**config.mk**
```make
export PLATFORM = sky130hd
export DESIGN_NAME = can_irq_ctrl
export DESIGN_NICKNAME = d
export VERILOG_FILES = /design/src/rtl/can_irq_pkg.sv /design/src/rtl/can_irq_chg_det.sv /design/src/rtl/can_irq_pend.sv /design/src/rtl/can_irq_ctrl.sv
export SDC_FILE = /design/constraint.sdc
export NUM_CORES = 1
export LEC_CHECK = 0
export ABC_AREA = 1
export CAP_MARGIN = 25
export CORE_MARGIN = 2
export CORE_UTILIZATION = 40
export CTS_BUF_LIST = sky130_fd_sc_hd__clkbuf_2
export CTS_CLUSTER_SIZE = 20
export DETAILED_ROUTE_END_ITERATION = 10
export GPL_ROUTABILITY_DRIVEN = 0
export PLACE_DENSITY = 0.7
export SKIP_LAST_GASP = 1
export SLEW_MARGIN = 10
export SYNTH_ARGS = -nofsm -noshare
export SYNTH_HDL_FRONTEND = slang
export SYNTH_SLANG_ARGS = --single-unit
export TNS_END_PERCENT = 5
```
**constraint.sdc**
```tcl
create_clock -name clk -period 1.97 [get_ports clk]
set_input_delay 0.591 -clock clk [delete_from_list [all_inputs] [get_ports clk]]
set_output_delay 0.591 -clock clk [all_outputs]
set_load 0.005 [all_outputs]
```
**src/rtl/can_irq_pkg.sv**
```systemverilog
package can_irq_pkg;
  localparam int ADDR_W = 2;
  typedef enum logic [ADDR_W-1:0] {
    REG_ENABLE  = 2'd0,
    REG_PENDING = 2'd1,
    REG_CLEAR   = 2'd2
  } reg_addr_e;
endpackage

```
**src/rtl/can_irq_chg_det.sv**
```systemverilog
module can_irq_chg_det #(
  parameter int CNT_W = 8
) (
  input  logic             clk,
  input  logic             rst_n,
  input  logic [CNT_W-1:0] rec_cnt,
  input  logic [CNT_W-1:0] tec_cnt,
  output logic             changed
);
  logic [CNT_W-1:0] rec_q, tec_q;

  always_ff @(posedge clk or negedge rst_n) begin
    if (!rst_n) begin
      rec_q <= '0;
      tec_q <= '0;
    end else begin
      rec_q <= rec_cnt;
      tec_q <= tec_cnt;
    end
  end

  assign changed = (rec_cnt != rec_q) || (tec_cnt != tec_q);

  // the copies always follow the inputs one edge later
  p_copy_follows_r4: assert property (@(posedge clk) disable iff (!rst_n)
    1'b1 |=> (rec_q == $past(rec_cnt)) && (tec_q == $past(tec_cnt)));
endmodule

```
**src/rtl/can_irq_pend.sv**
```systemverilog
module can_irq_pend #(
  parameter int W = 16
) (
  input  logic         clk,
  input  logic         rst_n,
  input  logic [W-1:0] set_i,
  input  logic [W-1:0] clr_i,
  output logic [W-1:0] pend_o
);
  for (genvar i = 0; i < W; i++) begin : g_bit
    always_ff @(posedge clk or negedge rst_n) begin
      if (!rst_n)        pend_o[i] <= 1'b0;
      else if (set_i[i]) pend_o[i] <= 1'b1;
      else if (clr_i[i]) pend_o[i] <= 1'b0;
    end

    p_set_r3: assert property (@(posedge clk) disable iff (!rst_n)
      set_i[i] |=> pend_o[i]);
    p_clear_r5: assert property (@(posedge clk) disable iff (!rst_n)
      (clr_i[i] && !set_i[i]) |=> !pend_o[i]);
    p_sticky_r9: assert property (@(posedge clk) disable iff (!rst_n)
      (pend_o[i] && !clr_i[i]) |=> pend_o[i]);
    p_no_spurious_r9: assert property (@(posedge clk) disable iff (!rst_n)
      (!pend_o[i] && !set_i[i]) |=> !pend_o[i]);
  end
endmodule

```
**src/rtl/can_irq_ctrl.sv**
```systemverilog
module can_irq_ctrl
  import can_irq_pkg::*;
#(
  parameter int NUM_BUF = 15,
  parameter int CNT_W   = 8,
  parameter int DATA_W  = 16
) (
  input  logic              clk,
  input  logic              rst_n,
  input  logic [NUM_BUF-1:0] buf_done,
  input  logic [CNT_W-1:0]  rec_cnt,
  input  logic [CNT_W-1:0]  tec_cnt,
  input  logic              bus_wr,
  input  logic [ADDR_W-1:0] bus_addr,
  input  logic [DATA_W-1:0] bus_wdata,
  output logic [DATA_W-1:0] bus_rdata,
  output logic              irq
);
  localparam int REG_W = NUM_BUF + 1;
  localparam int ERR_B = NUM_BUF;

  logic [REG_W-1:0] en_q;
  logic [REG_W-1:0] pend;
  logic [REG_W-1:0] set_vec;
  logic [REG_W-1:0] clr_vec;
  logic             err_chg;

  can_irq_chg_det #(.CNT_W(CNT_W)) u_chg (
    .clk     (clk),
    .rst_n   (rst_n),
    .rec_cnt (rec_cnt),
    .tec_cnt (tec_cnt),
    .changed (err_chg)
  );

  assign set_vec = {err_chg, buf_done};
  assign clr_vec = (bus_wr && bus_addr == REG_CLEAR) ? bus_wdata[REG_W-1:0] : '0;

  can_irq_pend #(.W(REG_W)) u_pend (
    .clk    (clk),
    .rst_n  (rst_n),
    .set_i  (set_vec),
    .clr_i  (clr_vec),
    .pend_o (pend)
  );

  always_ff @(posedge clk or negedge rst_n) begin
    if (!rst_n)                              en_q <= '0;
    else if (bus_wr && bus_addr == REG_ENABLE) en_q <= bus_wdata[REG_W-1:0];
  end

  always_comb begin
    bus_rdata = '0;
    case (bus_addr)
      REG_ENABLE:  bus_rdata[REG_W-1:0] = en_q;
      REG_PENDING: bus_rdata[REG_W-1:0] = pend;
      default:     bus_rdata = '0;
    endcase
  end

  assign irq = |(pend & en_q);

  // nothing enabled means no request
  p_irq_off_r8: assert property (@(posedge clk) disable iff (!rst_n)
    (en_q == '0) |-> !irq);
  // an error-only pending with error disabled raises nothing
  p_err_masked_r8: assert property (@(posedge clk) disable iff (!rst_n)
    (!en_q[ERR_B] && pend == (REG_W'(1) << ERR_B)) |-> !irq);
  // the clear address always reads back as zero
  p_clr_reads_zero_r7: assert property (@(posedge clk) disable iff (!rst_n)
    (bus_addr == REG_CLEAR) |-> (bus_rdata == '0));
endmodule

```
==> summary.md <==
| Metric | Value |
|---|---|
| Syn_area_per_cell | 8.055 um^2 |
| Setup Skew | 0.009239 ns |
| Clk root buf | clkbuf_2 |
| Placed Cells | 434 |
| Die Area | 6425 um^2 |
| TritonCTS clock tree | done |
| Cells after Synth | 288 |
| P per Cell Area | 633.0 nW/um^2 |
| Req. time, crit path | 1.38 ns |
| Synth Net Count | 340 |
| DR vias | 2080 |
| H-Tree Depth | 2 |
| Crit-path max FO | 6 |
| Period utilization | 108.5% |
| Vias in the first global route | 2046 |
| Worst skew pair latency | 0.40 ns |
| Initial DRC count | 157 |
| EDFF count, synth | 0 |
| Hold WS | 0.08508 ns |
| CTS max path bufs | 2 |
| Mapped cell area | 2320 um^2 |
| Largest net degree at the start of global routing | 31 |
| Crit path launch type | primary input |
| Filler Cell Count | 524 |
| IO Pins | 69 |
| WL per Instance | 11.32 um |
| Final hold vios | 0 |
| Sequential element share of the synthesized area | 51.78% |
| Share of the synthesized area in the top cell type | 51.78% |
| Drt via density | 4.551 |
| First-pass GRT wire length | 8.763 mm |
| Unique cell type count in the Yosys netlist | 21 |
| Most common cell in the netlist | nand2_1 |
| Worst EP arrival | 1.55 ns |
| Peak VDD IR | 413.9 uV |
| Top FF cell, synth | dfrtp_1 |
| Max-cap violations | 0 |
| Proportion of layout cells with a drive suffix above 1 | 17.92% |
| CORE AREA | 5540 um^2 |
| Leakage | 1.816 nW |
| Worst setup EP type | output pin |
| Final antenna-violating net count | 0 |
| Multi-input logic area | 862.1 um^2 |
| DR pass1 iterations | 4 |
| Hold buffers post-CTS | 0 |
| Fin nets | 436 |
| Final non-filler cell total | 457 |
| Async set-or-reset flop fraction in the synthesized netlist | 100.0% |
| Overall Global Routing Usage | 17.58% |
| Reg2Reg Setup Slack | 0.97 ns |
| Max_slew headroom | 70.25% |
| Setup Total Neg Slack | -1.937 ns |
| Synth Register Bits | 48 |
| IO Port Bufs | 68 |
| Die Y | 80.16 um |
| Chip width | 80.16 um |
| Worst setup margin | -0.1666 ns |
| N_diodes | 0 |
| Area Growth Syn to Fin | 43.37% |
| DRC | 0 |
| Failing checks | negative setup slack |
| Top area cells in the synthesized netlist | dfrtp_1 (52%), nand2_1 (14%), inv_1 (9.2%) |
| Cell Rows | 27 |
| Final wirelength | 5.172 mm |
| GR Overflow Total | 0 |
| Effective utilization at floorplan | 41.87% |
| CTS Sinks | 48 |
| Yosys top cell by area | dfrtp_1 |
| Synth warn | 0 |
| Reg area | 1201 um^2 |
| Most frequent cells after synthesis | nand2_1 (85), inv_1 (57), dfrtp_1 (48) |
| Num CTS Buffers | 5 |
| Worst Setup Path Type | in -> out |
| Max frequency | 468.0 MHz |
| Final min period | 2.137 ns |
| Clk slew on worst S/H paths | 0.22 ns |
| Hold Crit Class | in -> async |
| Slew Limit Fails | 0 |
| Final setup viols | 16 |
| DP Wirelength | 3.868 mm |
| Initial antenna violation count | 0 |
| Worst Tran Pin Value | 0.4463 ns |
| RSZ-0062 raised after global routing | true |
| Status | finished, violations left |
stage by stage:
stage                     worst slack [ns]  util (%)  power (mW)  instance area (um^2)
after global placement             -0.8658     56.75       1.571                  3144
after CTS                          -0.1520     59.53       2.112                  3298
after detailed placement           -0.8964     56.75       1.582                  3144
after floorplan                     0.1896         -       1.324                  2320
final                              -0.1666     60.03       2.105                  3326
after global routing               -0.2228     60.03       2.243                  3326
metal layers:
layer / vias up / share of wire [%] / global-route usage, %
li1: 1062 / - / -
met2: 67 / 47 / 29.42
met4: 0 / 0.85 / 3.559
met3: 6 / 9.2 / 6.629
met1: 945 / 42 / 21.75
met5: - / 0 / 0
worst max-delay path, cell delays in order:
cell	delay [ns]
buf_6	0.10
buf_6	0.11
nor2_4	0.21
buf_6	0.15
buf_6	0.09
buf_6	0.09
nand2_2	0.04
o21ai_2	0.04
buf_2	0.12
registers in the layout, indices dropped and copies added (netlist names):
register       flops
en_q              16
u_chg.rec_q        8
u_chg.tec_q        8
u_pend.pend_o     16
power breakdown:
group / internal, mW / switching (mW)
combinational: 0.271 / 0.211
sequential: 1.07 / 0.0504
clock: 0.218 / 0.289
total: 1.55 / 0.551
path summary, 6_finish.rpt:
| kind | from | to | depth (start not counted) |
|---|---|---|---|
| min in group clk | en_q[14] | en_q[14] | 2 |
| hold reg to reg | en_q[14] | en_q[14] | 2 |
| hold / removal | rst_n | u_pend.pend_o[1] | 1 |
| max in group asynchronous | rst_n | u_chg.rec_q[6] | 2 |
| setup / recovery | bus_addr[0] | bus_rdata[4] | 9 |
| setup reg to reg | u_chg.rec_q[5] | u_pend.pend_o[15] | 6 |
final cells by class:
cell class	instances	area share [%]
Clock buffer	6	0.9029
Clock inverter	2	1.053
Inverter	58	6.546
Multi-Input combinational cell	175	25.92
Sequential cell	48	36.12
Tap cell	72	2.709
Timing Repair Buffer	96	26.75
repair_timing:
action,4_1_cts,5_1_grt
pin swaps,4,1
setup buffers,12,3
endpoints found under the setup margin,17,17
resized for setup,76,1
cells in the final DEF, fill, tap and decap left out, drive strengths merged, types with 4 or more instances in the layout:
cell type / netlist / routed
o21bai: 15 / 15
o21ai: 31 / 31
clkdlybuf4s15: 0 / 5
xnor2: 4 / 4
clkbuf: 2 / 6
clkdlybuf4s50: 0 / 48
nand2: 85 / 85
nor2: 29 / 29
buf: 5 / 40
dfrtp: 48 / 48
inv: 58 / 58
logic make-up after synthesis:
| logic type | count (synthesis) | synth area share (%) |
|---|---|---|
| simple gates | 122 | 20.71 |
| flops | 48 | 51.78 |
| buf+inv | 65 | 11.60 |
| compound gates | 48 | 13.92 |
| mux | 1 | 0.4854 |
| xor+xnor | 4 | 1.510 |
Note: power is estimated with default switching activity, not from simulation.
